$ cat src/rtl/barker_acq_pkg.sv
package barker_acq_pkg;
  localparam int CHIPS = 11;
  // chip 0 sits at the MSB; 1 means +1, 0 means -1
  localparam logic [CHIPS-1:0] BARKER = 11'b111_0001_0010;

  function automatic logic chip_plus(input int k);
    return BARKER[CHIPS-1-k];
  endfunction
endpackage

$ cat src/rtl/bacq_tapline.sv
module bacq_tapline #(
  parameter int SAMPLE_W = 4,
  parameter int SPC      = 4,
  localparam int CHIPS   = barker_acq_pkg::CHIPS,
  localparam int WIN     = CHIPS * SPC,
  localparam int OFF_W   = $clog2(WIN),
  localparam int DEPTH   = (CHIPS - 1) * SPC + 1
) (
  input  logic                       clk,
  input  logic                       rst_n,
  input  logic                       in_vld,
  input  logic signed [SAMPLE_W-1:0] in_smp,
  output logic signed [SAMPLE_W-1:0] tap_o [CHIPS],
  output logic [OFF_W-1:0]           pos_o,
  output logic                       vld_o
);
  logic signed [SAMPLE_W-1:0] line_q [DEPTH];
  logic signed [SAMPLE_W-1:0] line_d [DEPTH];
  logic [OFF_W-1:0] cnt_q, cnt_d, pos_q, pos_d;
  logic             vld_q;

  always_comb begin
    cnt_d = cnt_q;
    pos_d = pos_q;
    for (int i = 0; i < DEPTH; i++) line_d[i] = line_q[i];
    if (in_vld) begin
      line_d[0] = in_smp;
      for (int i = 1; i < DEPTH; i++) line_d[i] = line_q[i-1];
      pos_d = cnt_q;
      cnt_d = (cnt_q == OFF_W'(WIN - 1)) ? '0 : cnt_q + OFF_W'(1);
    end
  end

  always_ff @(posedge clk or negedge rst_n) begin
    if (!rst_n) begin
      for (int i = 0; i < DEPTH; i++) line_q[i] <= '0;
      cnt_q <= '0;
      pos_q <= '0;
      vld_q <= 1'b0;
    end else begin
      for (int i = 0; i < DEPTH; i++) line_q[i] <= line_d[i];
      cnt_q <= cnt_d;
      pos_q <= pos_d;
      vld_q <= in_vld;
    end
  end

  // newest sample lands on the last chip
  for (genvar k = 0; k < CHIPS; k++) begin : g_tap
    assign tap_o[k] = line_q[(CHIPS - 1 - k) * SPC];
  end

  assign pos_o = pos_q;
  assign vld_o = vld_q;
endmodule

$ cat src/rtl/bacq_corr.sv
module bacq_corr #(
  parameter int SAMPLE_W = 4,
  parameter int SPC      = 4,
  localparam int CHIPS   = barker_acq_pkg::CHIPS,
  localparam int WIN     = CHIPS * SPC,
  localparam int OFF_W   = $clog2(WIN),
  localparam int CORR_W  = SAMPLE_W + $clog2(CHIPS) + 1
) (
  input  logic                       clk,
  input  logic                       rst_n,
  input  logic signed [SAMPLE_W-1:0] tap_i [CHIPS],
  input  logic [OFF_W-1:0]           pos_i,
  input  logic                       vld_i,
  output logic signed [CORR_W-1:0]   corr_o,
  output logic [OFF_W-1:0]           pos_o,
  output logic                       vld_o
);
  logic signed [CORR_W-1:0] term [CHIPS];
  logic signed [CORR_W-1:0] sum;
  logic signed [CORR_W-1:0] corr_q, corr_d;
  logic [OFF_W-1:0]         pos_q, pos_d;
  logic                     vld_q;

  for (genvar k = 0; k < CHIPS; k++) begin : g_term
    logic signed [CORR_W-1:0] ext;
    assign ext     = {{(CORR_W - SAMPLE_W){tap_i[k][SAMPLE_W-1]}}, tap_i[k]};
    assign term[k] = barker_acq_pkg::chip_plus(k) ? ext : -ext;
  end

  always_comb begin
    sum = '0;
    for (int k = 0; k < CHIPS; k++) sum = sum + term[k];
    corr_d = vld_i ? sum   : corr_q;
    pos_d  = vld_i ? pos_i : pos_q;
  end

  always_ff @(posedge clk or negedge rst_n) begin
    if (!rst_n) begin
      corr_q <= '0;
      pos_q  <= '0;
      vld_q  <= 1'b0;
    end else begin
      corr_q <= corr_d;
      pos_q  <= pos_d;
      vld_q  <= vld_i;
    end
  end

  assign corr_o = corr_q;
  assign pos_o  = pos_q;
  assign vld_o  = vld_q;
endmodule

$ cat src/rtl/bacq_peak.sv
module bacq_peak #(
  parameter int SAMPLE_W = 4,
  parameter int SPC      = 4,
  localparam int CHIPS   = barker_acq_pkg::CHIPS,
  localparam int WIN     = CHIPS * SPC,
  localparam int OFF_W   = $clog2(WIN),
  localparam int CORR_W  = SAMPLE_W + $clog2(CHIPS) + 1,
  localparam int MAG_W   = CORR_W
) (
  input  logic                     clk,
  input  logic                     rst_n,
  input  logic signed [CORR_W-1:0] corr_i,
  input  logic [OFF_W-1:0]         pos_i,
  input  logic                     vld_i,
  output logic                     last_o,
  output logic [MAG_W-1:0]         mag_o,
  output logic [OFF_W-1:0]         off_o
);
  logic [MAG_W-1:0] mag, max_q, max_d;
  logic [OFF_W-1:0] arg_q, arg_d;
  logic             take;

  always_comb begin
    mag   = corr_i[CORR_W-1] ? MAG_W'(-corr_i) : MAG_W'(corr_i);
    // first position of a window reloads; later ones must beat strictly
    take  = (pos_i == '0) || (mag > max_q);
    max_d = max_q;
    arg_d = arg_q;
    if (vld_i && take) begin
      max_d = mag;
      arg_d = pos_i;
    end
    last_o = vld_i && (pos_i == OFF_W'(WIN - 1));
    mag_o  = take ? mag   : max_q;
    off_o  = take ? pos_i : arg_q;
  end

  always_ff @(posedge clk or negedge rst_n) begin
    if (!rst_n) begin
      max_q <= '0;
      arg_q <= '0;
    end else begin
      max_q <= max_d;
      arg_q <= arg_d;
    end
  end
endmodule

$ cat src/rtl/bacq_report.sv
module bacq_report #(
  parameter int SAMPLE_W  = 4,
  parameter int SPC       = 4,
  parameter int LOCK_WINS = 3,
  localparam int CHIPS    = barker_acq_pkg::CHIPS,
  localparam int WIN      = CHIPS * SPC,
  localparam int OFF_W    = $clog2(WIN),
  localparam int MAG_W    = SAMPLE_W + $clog2(CHIPS) + 1,
  localparam int STRK_W   = $clog2(LOCK_WINS + 1)
) (
  input  logic             clk,
  input  logic             rst_n,
  input  logic             last_i,
  input  logic [MAG_W-1:0] mag_i,
  input  logic [OFF_W-1:0] off_i,
  input  logic [MAG_W-1:0] thr,
  output logic             stb_o,
  output logic [OFF_W-1:0] off_o,
  output logic [MAG_W-1:0] mag_o,
  output logic             acq_o
);
  logic [OFF_W-1:0]  off_q, off_d;
  logic [MAG_W-1:0]  mag_q, mag_d;
  logic [STRK_W-1:0] strk_q, strk_d, strk_nx;
  logic              acq_q, acq_d, stb_q;

  always_comb begin
    if (off_i != off_q)                     strk_nx = STRK_W'(1);
    else if (strk_q == STRK_W'(LOCK_WINS))  strk_nx = strk_q;
    else                                    strk_nx = strk_q + STRK_W'(1);
    off_d  = off_q;
    mag_d  = mag_q;
    strk_d = strk_q;
    acq_d  = acq_q;
    if (last_i) begin
      off_d  = off_i;
      mag_d  = mag_i;
      strk_d = strk_nx;
      acq_d  = (strk_nx >= STRK_W'(LOCK_WINS)) && (mag_i > thr);
    end
  end

  always_ff @(posedge clk or negedge rst_n) begin
    if (!rst_n) begin
      off_q  <= '0;
      mag_q  <= '0;
      strk_q <= '0;
      acq_q  <= 1'b0;
      stb_q  <= 1'b0;
    end else begin
      off_q  <= off_d;
      mag_q  <= mag_d;
      strk_q <= strk_d;
      acq_q  <= acq_d;
      stb_q  <= last_i;
    end
  end

  assign stb_o = stb_q;
  assign off_o = off_q;
  assign mag_o = mag_q;
  assign acq_o = acq_q;
endmodule

$ cat src/rtl/barker_acq.sv
module barker_acq #(
  parameter int SAMPLE_W  = 4,
  parameter int SPC       = 4,
  parameter int LOCK_WINS = 3,
  localparam int CHIPS    = barker_acq_pkg::CHIPS,
  localparam int WIN      = CHIPS * SPC,
  localparam int OFF_W    = $clog2(WIN),
  localparam int CORR_W   = SAMPLE_W + $clog2(CHIPS) + 1,
  localparam int MAG_W    = CORR_W
) (
  input  logic                       clk,
  input  logic                       rst_n,
  input  logic                       smp_vld,
  input  logic signed [SAMPLE_W-1:0] smp_in,
  input  logic [MAG_W-1:0]           thr,
  output logic                       win_strobe,
  output logic [OFF_W-1:0]           peak_off,
  output logic [MAG_W-1:0]           peak_mag,
  output logic                       acquired
);
  logic rst_meta, rst_sync;

  always_ff @(posedge clk or negedge rst_n) begin
    if (!rst_n) begin
      rst_meta <= 1'b0;
      rst_sync <= 1'b0;
    end else begin
      rst_meta <= 1'b1;
      rst_sync <= rst_meta;
    end
  end

  logic signed [SAMPLE_W-1:0] taps [CHIPS];
  logic [OFF_W-1:0]           a_pos, b_pos, w_off;
  logic                       a_vld, b_vld, w_last;
  logic signed [CORR_W-1:0]   b_corr;
  logic [MAG_W-1:0]           w_mag;

  bacq_tapline #(.SAMPLE_W(SAMPLE_W), .SPC(SPC)) u_line (
    .clk(clk), .rst_n(rst_sync), .in_vld(smp_vld), .in_smp(smp_in),
    .tap_o(taps), .pos_o(a_pos), .vld_o(a_vld));

  bacq_corr #(.SAMPLE_W(SAMPLE_W), .SPC(SPC)) u_corr (
    .clk(clk), .rst_n(rst_sync), .tap_i(taps), .pos_i(a_pos), .vld_i(a_vld),
    .corr_o(b_corr), .pos_o(b_pos), .vld_o(b_vld));

  bacq_peak #(.SAMPLE_W(SAMPLE_W), .SPC(SPC)) u_peak (
    .clk(clk), .rst_n(rst_sync), .corr_i(b_corr), .pos_i(b_pos), .vld_i(b_vld),
    .last_o(w_last), .mag_o(w_mag), .off_o(w_off));

  bacq_report #(.SAMPLE_W(SAMPLE_W), .SPC(SPC), .LOCK_WINS(LOCK_WINS)) u_rep (
    .clk(clk), .rst_n(rst_sync), .last_i(w_last), .mag_i(w_mag), .off_i(w_off),
    .thr(thr), .stb_o(win_strobe), .off_o(peak_off), .mag_o(peak_mag),
    .acq_o(acquired));
endmodule

$ cat config.mk
export PLATFORM = sky130hd
export DESIGN_NAME = barker_acq
export DESIGN_NICKNAME = d
export VERILOG_FILES = /design/src/rtl/barker_acq_pkg.sv /design/src/rtl/bacq_tapline.sv /design/src/rtl/bacq_corr.sv /design/src/rtl/bacq_peak.sv /design/src/rtl/bacq_report.sv /design/src/rtl/barker_acq.sv
export SDC_FILE = /design/constraint.sdc
export NUM_CORES = 1
export LEC_CHECK = 0
export ABC_AREA = 1
export CAP_MARGIN = 40
export CORE_MARGIN = 4
export CORE_UTILIZATION = 62
export DETAILED_ROUTE_END_ITERATION = 8
export PLACE_DENSITY_LB_ADDON = 0.25
export SLEW_MARGIN = 20
export SYNTH_ARGS = -nofsm -noshare
export SYNTH_HDL_FRONTEND = slang
export SYNTH_HIERARCHICAL = 1
export SYNTH_SLANG_ARGS = --single-unit
$ cat constraint.sdc
create_clock -name clk -period 9.2 [get_ports clk]
set_input_delay 2.76 -clock clk [delete_from_list [all_inputs] [get_ports clk]]
set_output_delay 2.76 -clock clk [all_outputs]
set_load 0.1 [all_outputs]
## Word level (Yosys, flattened, before mapping)

Index checks and enable logic that the tools add are counted.

- Magnitude comparators: 3
- Equality and inequality tests: 4
- Reduce and logical (&&, ||, !) cells: 5
- Multiplexer cells: 6
- $add $sub $neg: 19

Operators by type and width:

| cell | count |
|---|---|
| adder 9 bit | 6 |
| negator 4 -> 9 bit | 6 |
| adder 9 x 4 -> 9 bit | 2 |
| greater-than comparator 9 bit | 2 |
| two-way mux 9 bit | 2 |
| equality test 6 bit, second input constant | 2 |
| two-way mux 6 bit | 2 |
| negator 9 bit | 1 |
| adder 5 x 4 -> 6 bit | 1 |
| adder 6 x 1 -> 6 bit, second input constant | 1 |
| logical NOT 6 bit | 1 |
| != test 6 bit | 1 |
| adder 4 x 4 -> 5 bit | 1 |
| two-way mux 2 bit | 2 |
| logical AND 1 bit | 3 |
| adder 2 x 1 -> 2 bit, second input constant | 1 |
| equality test 2 bit, second input constant | 1 |
| >= comparator 2 bit, second input constant | 1 |
| logical OR 1 bit | 1 |

- Logic and storage cells: 93
- Input port bits: 16
- Flip-flop bits (word level): 229
- Output and inout bits: 17

## Logic depth before layout (Yosys ltp)

Gate-level depths: netlist of the first run.

- Depth after elaboration: 10
- Mapped depth: 27
- Depth with buffers taken out: 25

## Modules after synthesis

Netlist of the first run, hierarchy kept.

Modules (own cells, without submodules):

| module | area an instance (um2) | times used | sequential area each (um2) | cells each |
|---|---|---|---|---|
| bacq_tapline | 6996.7 | 1 | 4429.2 | 797 |
| bacq_corr | 2068.2 | 1 | 400.4 | 231 |
| bacq_peak | 1346.3 | 1 | 375.4 | 187 |
| bacq_report | 1091.0 | 1 | 475.5 | 149 |
| barker_acq | 53.8 | 1 | 50.0 | 3 |

## Worst setup path before layout of the first run

No wires, ideal clock.

- Path type: register to register
- Start: register u_line.line_q, in the netlist u_line/tap_o[27]
- End: register u_corr.corr_q[8], in the netlist u_corr/corr_o[8]
- Arrival: 4.207 ns
- Path slack: 4.875 ns
- Cell stages (with the launch flop): 18
- Period minus slack after synthesis: 4.325 ns
- Data required time: 9.083 ns
- Setup time: 0.117 ns
- Path buffers: 1
- Cell sequence: dfrtp_1 buf_4 inv_1 fa_1 inv_1 fa_1 fa_1 inv_1 fa_1 inv_1 fa_1 inv_1 ha_1 or2_4 nand3_2 nand3_1 nand3_1 nand2_1

- Cells in the longest elaborated chain, start to end: 8

Ends and longest elaborated chain:

| element | line | RTL |
|---|---|---|
| start: declaration | bacq_tapline.sv:17 | `logic signed [SAMPLE_W-1:0] line_q [DEPTH];` |
| negator 4 -> 9 bit | bacq_corr.sv:27 | `assign term[k] = barker_acq_pkg::chip_plus(k) ? ext : -ext;` |
| adder 9 bit (2 in a row) | bacq_corr.sv:32 | `for (int k = 0; k < CHIPS; k++) sum = sum + term[k];` |
| adder 9 x 4 -> 9 bit | bacq_corr.sv:32 |  |
| adder 9 bit (2 in a row) | bacq_corr.sv:32 |  |
| adder 9 x 4 -> 9 bit | bacq_corr.sv:32 |  |
| adder 9 bit | bacq_corr.sv:32 |  |
| end signal: assignment | bacq_corr.sv:43 | `corr_q <= corr_d;` |
| end: declaration | bacq_corr.sv:20 | `logic signed [CORR_W-1:0] corr_q, corr_d;` |

Every way passes these cells.
A chain may end at the register's enable or synchronous reset.

## Final worst setup path of the first run

- Start: register u_line.line_q, in the netlist u_line/tap_o[27]
- End: register u_corr.corr_q[7], in the netlist u_corr/corr_o[7]

Same word-level chain as after synthesis.

==> results of run 1 <==
[cell type report]
type | count | area [um2] | share of cell area, %
Sequential cell | 229 | 5730 | 44.8
Tap cell | 229 | 287 | 2.24
Clock inverter | 6 | 86.3 | 0.674
Timing Repair Buffer | 61 | 753 | 5.88
Clock buffer | 36 | 737 | 5.75
Multi-Input combinational cell | 908 | 4700 | 36.7
Inverter | 136 | 513 | 4.00
[how the worst max path moves through the flow]
stage,from,to,slack [ns],depth (start not counted)
after detailed placement,smp_vld,u_line/line_q[149],4.31,6
after global routing,u_line/tap_o[27],u_corr/corr_o[7],4.43,18
after global placement,smp_vld,u_line/line_q[149],4.14,4
final,u_line/tap_o[27],u_corr/corr_o[7],4.70,18
after floorplan,rst_sync,u_corr/corr_o[0],2.35,0
after CTS,u_line/tap_o[27],u_corr/corr_o[7],4.67,18
[layer usage]
metal	vias to the layer above	GRT usage, %	routed length (um)	part of all wire [%]
met5	-	0	0	0
li1	4045	-	-	-
met3	33	2.65	793	3.9
met1	3798	29.9	9470	47
met2	143	34.4	9610	47
met4	0	5.55	391	1.9
[state kept, by name, summed over array words and instances, names as in the netlist, 6 cells and up]
signal,count
u_corr/pos_o,6
u_rep/off_o,6
u_line/line_q,120
u_rep/mag_o,9
u_peak/arg_q,6
u_peak/max_q,9
u_line/pos_o,6
u_corr/corr_o,9
u_line/tap_o,44
u_line/cnt_q,6
[cell usage in the layout (no fill, tap or decap), drive strengths merged, types with 3 or more instances in the layout]
cell type      instances
nand2                692
dfrtp                229
inv                  136
fa                    45
nand3                 36
clkbuf                36
nor2                  35
o21ai                 33
clkdlybuf4s50         31
buf                   30
ha                    28
a21oi                 12
xor2                   6
nand4                  5
nand3b                 3
clkinv                 3
nor3                   3
[worst register-to-register path: cells and delay by family (launching register included)]
kind,cells,cell delay (ns)
adder cells (fa/ha/maj),6,3.13
buffers and inverters,5,0.33
AND/OR/NAND/NOR,7,0.57
flip-flops,1,0.37
[stage by stage]
step / setup slack (ns) / hold WS (ns)
5_1_grt: 4.43 / 0.296
2_1_floorplan: 2.35 / 0.331
3_3_place_gp: 4.14 / 0.273
4_1_cts: 4.67 / 0.279
3_5_place_dp: 4.31 / 0.277
6_report: 4.70 / 0.262
[logic make-up (layout without fill, tap and decap cells)]
| group | count (synthesis) | in the layout | synth area share [%] |
|---|---|---|---|
| fa+ha+maj | 73 | 73 | 10.8 |
| compound gates | 49 | 49 | 2.23 |
| simple gates | 777 | 777 | 27.0 |
| flops | 229 | 229 | 49.6 |
| xor+xnor | 8 | 8 | 0.606 |
| buf+inv | 230 | 239 | 9.76 |
| other cells | 1 | 1 | 0.0325 |
[power by group through the flow]
stage | Clock, mW | Combinational, mW | Sequential, mW
after floorplan | 0 | 2.13 | 1.34
after detailed placement | 0 | 2.49 | 1.35
after CTS | 1.02 | 2.57 | 1.34
after global placement | 0 | 2.40 | 1.34
after global routing | 1.06 | 2.99 | 1.36
final | 0.994 | 2.57 | 1.34
==> flow_results.org, run 1 <==
** Status
- Status :: completed

** STA
- The worst pin sits at a relative slew slack of 52.0%.
- At the pin with the least slew margin, the transition time is 0.721 ns.
- Unrepaired setup endpoints after global routing :: no
- Achievable Freq :: 0.222 GHz
- The worst path uses 48.9% of the clock period.
- Across the routed clock network, the largest skew measured is 0.0182 ns.
- The number of max-slew violations in the final report was 0.
- Final min period :: 4.50 ns
- Setup TNS :: 0 ns
- Final Setup Violations :: 0
- Hold violation count in the final report :: 0

** Pwr
- Sequential cells account for 27.3% of the total power.
- VDD IR-drop max :: 307 uV
- The clock network accounts for 20.3% of the total power.
- Sw Share :: 43.3%
- Cell area power density :: 382 nW/um2
- Static power due to leakage :: 7.05 nW
- For this design the total switching power over the nets is 2.12 mW.
- Summing internal, switching and leakage power gives 4.90 mW.
- Of the total power, combinational logic draws 52.4%.
- The internal portion of the total power is 2.78 mW.

** Yosys
- Number of synthesized flops with an enable pin :: 0
- Net count of the mapped netlist :: 1,456
- Unique cell type count in the Yosys netlist :: 38
- Syn Area/Cell :: 8.45 um2
- Synthesis produced 1,367 cells.
- Main synth FF type :: sky130_fd_sc_hd__dfrtp_1
- Summing every instance area after synthesis gives 11,600 um2.
- After synthesis, the share of flip-flops with an asynchronous set or reset is 100%.
- Number of synthesis warnings :: 6
- Top cell type by total area after synthesis :: sky130_fd_sc_hd__dfrtp_1
- Sequential elements use 49.6% of the synthesized area.
- After synthesis the netlist holds a flip-flop and latch count of 229.
- Most common cell in the netlist :: sky130_fd_sc_hd__nand2_1
- After synthesis, the largest area contributor takes up 49.6% of total cell area.
- By area the synthesized netlist is led by sky130_fd_sc_hd__dfrtp_1 50%, sky130_fd_sc_hd__nand2_1 22%, sky130_fd_sc_hd__fa_1 7.8%.
- After synthesis, the most frequently instantiated cells are 676 x sky130_fd_sc_hd__nand2_1, 229 x sky130_fd_sc_hd__dfrtp_1, 131 x sky130_fd_sc_hd__inv_1.

** Setup path
- The worst setup path is captured at a flop.
- The number of buffers and inverters on the critical path is 5.
- Data arrival at the endpoint of the critical path :: 4.91 ns
- Of all nets on the critical path, the largest fanout is 5.
- Across all register-to-register paths, the minimum setup slack is 4.70 ns.
- Among all stages on the critical path, the largest delay is contributed by sky130_fd_sc_hd__fa_1.
- Nature of the critical path startpoint :: flop
- The signal on the critical path passes through inv_1, fa_1, inv_1, fa_1, inv_1, fa_1, fa_1, inv_1, fa_1, inv_1, ha_1, nand2_1, nor2_1, nand2_1, nand3_1, nand2_1, nand3_1, nand2_1.
- FF-to-FF End :: u_corr/corr_o[7]
- The startpoint identified for the worst register-to-register timing path is u_line/tap_o[27].
- Measured in cells, the most critical reg-to-reg path has a length of 18.
- The critical path is of the flop to flop type.
- Largest stage delay, worst path :: 0.61 ns
- For the worst setup path, the data required time is 9.60 ns.
- Family with the most delay on the worst path :: adder cells

** Route
- Using the TritonRoute via totals, the vias-per-cell ratio works out to 5.00.
- In this run the remaining antenna-violating nets after routing total 0.
- Aggregate routed wire length :: 20,300 um
- After the first detailed-routing iteration, the DRC count stood at 495.
- DR DRC count :: 0
- Detailed routing inserted a total of 8,019 vias.
- 1st-pass router iterations :: 7
- Average routed wire per standard cell :: 12.6 um

** Finish
- Relative to the synthesized area, the layout overhead comes to 10.9%.
- The layout has 1,380 filler cells.
- Util after Layout :: 70.6%
- In the final design database the tool counted 1,450 nets.
- The number of antenna diodes in the final layout is 0.
- Final Non-Filler Cells :: 1,605
- Share of cells above drive strength 1 :: 7.41%
- After routing the design area is 12,800 um2.

** Floorplanning
- In this run the horizontal extent of the chip is 145 um.
- Chip height :: 145 um
- Die area :: 20,900 um2
- The floorplan has 49 rows.
- Core box area :: 18,100 um2
- The initial utilization of the core area, before any placement, comes to 63.7%.
- In this run the count of I/O pins placed on the die edge is 33.

** CTS
- Insertion delay of the later-clocked pin in the worst-skew pair :: 0.52 ns
- TritonCTS built the clock tree.
- Clock-pin slew was measured on the worst setup and hold paths at 0.06 ns.
- Number of buffers added for setup after CTS :: 0
- Clock tree buffer depth :: 3
- Clock tree synthesis found a total of 229 sinks.
- CTS built an H-tree with a depth of 1.
- # hold bufs at CTS :: 0
- CTS resizes :: 0
- In this run, CTS created clock tree buffers numbering 25.
- Clock tree root driver cell :: sky130_fd_sc_hd__clkbuf_16

** Placed design
- Summing all placed instances gives a cell area of 11,900 um2.
- Detailed placement finished with a half-perimeter wire length of 13,200 um.
- Including well taps, the total number of placed cells is 1,559.
- In this run the tool buffered the top-level ports with 32 buffer cells.
- Routability-driven placement finished with a final weighted congestion of 0.774.

** GRT
- The via count of the first global-routing pass came to 7,985.
- Overall Global Routing Usage :: 20.9%
- Wire length of the first global-routing pass :: 36,300 um
- Entering global routing, the biggest net connects 93 pins.
- The number of antenna violations at the first check in global routing is 0.
- Overall overflow remaining after global route :: 0

** Job
- Max-cap violations in this run came to 0.

** Hold path
- Classification of the worst-slack hold path :: flop to asynchronous set/reset pin
No activity file was read; power rests on OpenSTA's default activity.
==> inputs of run 2 (changes only) <==
==> constraint.sdc (replaced) <==
create_clock -name clk -period 4.48 [get_ports clk]
set_input_delay 1.344 -clock clk [delete_from_list [all_inputs] [get_ports clk]]
set_output_delay 1.344 -clock clk [all_outputs]
set_load 0.1 [all_outputs]
==> run 2 against run 1 <==
Net effect: cell count increased by 0.37%; die area unchanged; largest cell class unchanged; critical path type unchanged; first-iteration DRC count increased by 2.0%; hold slack improved by 0.089 ns; sequential power increased by 100%; critical endpoint is now u_corr/corr_o[8]; clock power increased by 100%; largest power group unchanged.
==> flow_results.org, run 2 (synthesis results as in run 1) <==
** Placed design
- Including well taps, the total number of placed cells is 1,559.
- Timing analysis after detailed placement gives a worst setup slack of -0.00456 ns.
- Routability-driven placement finished with a final weighted congestion of 0.793.
- Detail Placement HPWL :: 13,100 um
- Buffers added on ports :: 32

** Setup path
- Worst Setup Path Type :: flop to flop
- Slowest stage cell, crit path :: sky130_fd_sc_hd__fa_1
- Data arrival at the endpoint of the critical path :: 4.77 ns
- At the worst endpoint, the required time is 4.93 ns.
- Slack of the worst reg-to-reg path :: 0.16 ns
- List of cells traversed by the critical path :: inv_1, fa_1, buf_4, fa_1, fa_1, fa_1, inv_1, fa_1, inv_1, fa_2, nand2_2, nand2_2, nand3_2, nand2_1, nand2_1, nand3_2, nand2_1
- Critical Path Sink Type :: flop
- On the worst path, the slowest cell contributes a delay of 0.56 ns.
- Nature of the critical path startpoint :: flop
- Largest fanout on the critical path :: 3
- Crit path top cell by count :: sky130_fd_sc_hd__fa_1

** Floorplanning
- From left edge to right edge, the die measures 145 um.
- I/O pin count :: 33
- Once the floorplan was initialized, standard cells occupied 63.7% of the core.
- FP Rows :: 49
- The total area inside the core boundary comes to 18,100 um2.
- Chip height :: 145 um
- The die covers 20,900 um2.

** Route
- Summed over all layers, the routed wires come to 20,600 um.
- Routed vias/inst :: 5.07
- The detailed router placed 8,173 vias in this run.
- The first detailed-routing pass took 5 iterations.
- DR DRC count :: 0
- Average routed wire per standard cell :: 12.8 um
- The first routing iteration left 505 violations.
- Post-route antenna net violation count :: 0

** STA
- Measured against its own limit, the worst slew margin works out to 54.5%.
- Max-slew violation total from the final report :: 0
- After layout, the worst setup slack is 0.158 ns.
- Crit share post-route :: 96.5%
- Setup violations remaining at the end of the flow were counted as 0.
- Worst clock skew :: 0.0171 ns
- Final hold analysis gives a worst-case slack of 0.351 ns.
- Setup TNS :: 0 ns
- Derived from the worst setup path, the maximum achievable clock frequency is 0.231 GHz.
- The final hold violation count is 0.
- Final min period :: 4.32 ns
- For the pin with the worst max-slew slack, the measured transition is 0.682 ns.

** GRT
- Entering global routing, the biggest net connects 139 pins.
- The first global-routing pass estimated 35,800 um of wire.
- Across every metal layer, demand over resource in global routing totals 20.5%.
- The number of antenna violations at the first check in global routing came to 0.
- Global routing finished with a remaining overflow of 0.
- Vias in the first global route :: 7,900

** Pwr
- Combinational cell fraction of total power :: 57.0%
- Switching power :: 4.80 mW
- Dividing total power by cell area gives a power density of 861 nW/um2.
- Clock network power share :: 18.3%
- Summed over all cells, the static leakage comes to 7.05 nW.
- VDD IR-drop max :: 961 uV
- Overall power consumption after layout is estimated at 11.1 mW.
- Of the total power, the share spent switching nets is 43.2%.
- Cell Int Power :: 6.30 mW
- Sequential cells burn 24.7% of the power.

** Finish
- Area growth from synthesis to layout :: 11.5%
- The register with the most flip-flops in the layout has 120 of them.
- Once layout is complete, the cells apart from fillers number 1,611.
- Most common library cell in the layout ignoring fill and taps :: sky130_fd_sc_hd__nand2_1
- Final net count :: 1,454
- Counting flops per register, the top entry is u_line/line_q.
- Final antenna diode count :: 0
- The post-route netlist has 8.76% of its cells at a drive strength greater than 1.
- Most frequent cells in the layout :: 673 x sky130_fd_sc_hd__nand2_1, 227 x sky130_fd_sc_hd__dfrtp_1, 127 x sky130_fd_sc_hd__inv_1

** CTS
- Clock tree root driver cell :: sky130_fd_sc_hd__clkbuf_16
- TritonCTS built the clock tree.
- The tree built by TritonCTS fans out to 229 sinks.
- Clock edge transition at the registers on the reported setup and hold paths :: 0.06 ns
- Insertion delay of the later-clocked pin in the worst-skew pair :: 0.52 ns
- Number of buffers inserted during clock tree synthesis :: 24
- Clock tree buffer depth :: 3
- # hold bufs at CTS :: 0
- Maximum level of the CTS H-tree :: 1

** Job
- Across the run, the number of max-cap violations was 0.

** Status
- The flow ran to the end, and the final reports show no timing, DRC or antenna violations.

** Hold path
- The min-delay analysis places its worst path in the category flop to flop.
==> run 2: stage by stage <==
stage / utilization, % / cell area [um2]
2_1_floorplan: - / 11600
3_3_place_gp: 64.2 / 11700
3_5_place_dp: 65.7 / 11900
4_1_cts: 70.1 / 12700
5_1_grt: 71.0 / 12900
6_report: 71.0 / 12900
==> run 2: final cells by class <==
cell class / count / area [um2]
multi-input combinational: 908 / 4790
sequential: 229 / 5740
inverter: 136 / 513
clock inverter: 5 / 100
fill: 1336 / 5260
tap: 229 / 287
clock buffer: 38 / 704
timing repair buffer: 66 / 754
==> run 2: path summary, 6_finish.rpt <==
check | start | endpoint | depth (start not counted)
setup reg to reg | u_line/tap_o[23] | u_corr/corr_o[8] | 17
max in group asynchronous | rst_sync | u_peak/max_q[7] | 1
hold / removal | rst_meta | rst_sync | 0
hold reg to reg | rst_meta | rst_sync | 0
min in group asynchronous | rst_sync | u_line/line_q[77] | 0
setup / recovery | u_line/tap_o[23] | u_corr/corr_o[8] | 17
==> run 2: repair_timing <==
item | CTS | global route
pin swaps | 2 | 21
endpoints found under the setup margin | 2 | 4
setup buffers | 0 | 10
resized for setup | 0 | 22
==> run 2: power groups by stage <==
stage | combinational, mW | clock (mW) | sequential, mW
CTS | 5.24 | 2.08 | 2.74
global placement | 4.90 | 0 | 2.76
global route | 7.16 | 2.17 | 2.80
finish | 6.33 | 2.03 | 2.74
detailed placement | 5.16 | 0 | 2.77
floorplan | 4.38 | 0 | 2.76
==> run 2: per-layer routing <==
metal	up-vias	part of all wire, %	track usage (%)
li1	4046	-	-
met1	3941	46	29.0
met2	139	48	33.5
met3	47	3.5	3.21
met4	0	2.2	5.65
met5	-	0	0
==> run 2: critical path: cells and delay by family (launching register included) <==
kind          cells  cell delay [ns]
fa+ha+maj         6             2.97
buf+inv           4             0.34
flops             1             0.36
simple gates      7             0.57
==> inputs of run 3 (changes only) <==
--- a/config.mk
+++ b/config.mk
@@ -6,6 +6,7 @@
 export NUM_CORES = 1
 export LEC_CHECK = 0
 export ABC_AREA = 1
+export ABC_CLOCK_PERIOD_IN_PS = 4480
 export CAP_MARGIN = 40
 export CORE_MARGIN = 4
 export CORE_UTILIZATION = 62
==> results of run 3 <==
No change in the layout: final DEF, timing and power equal those of run 2.
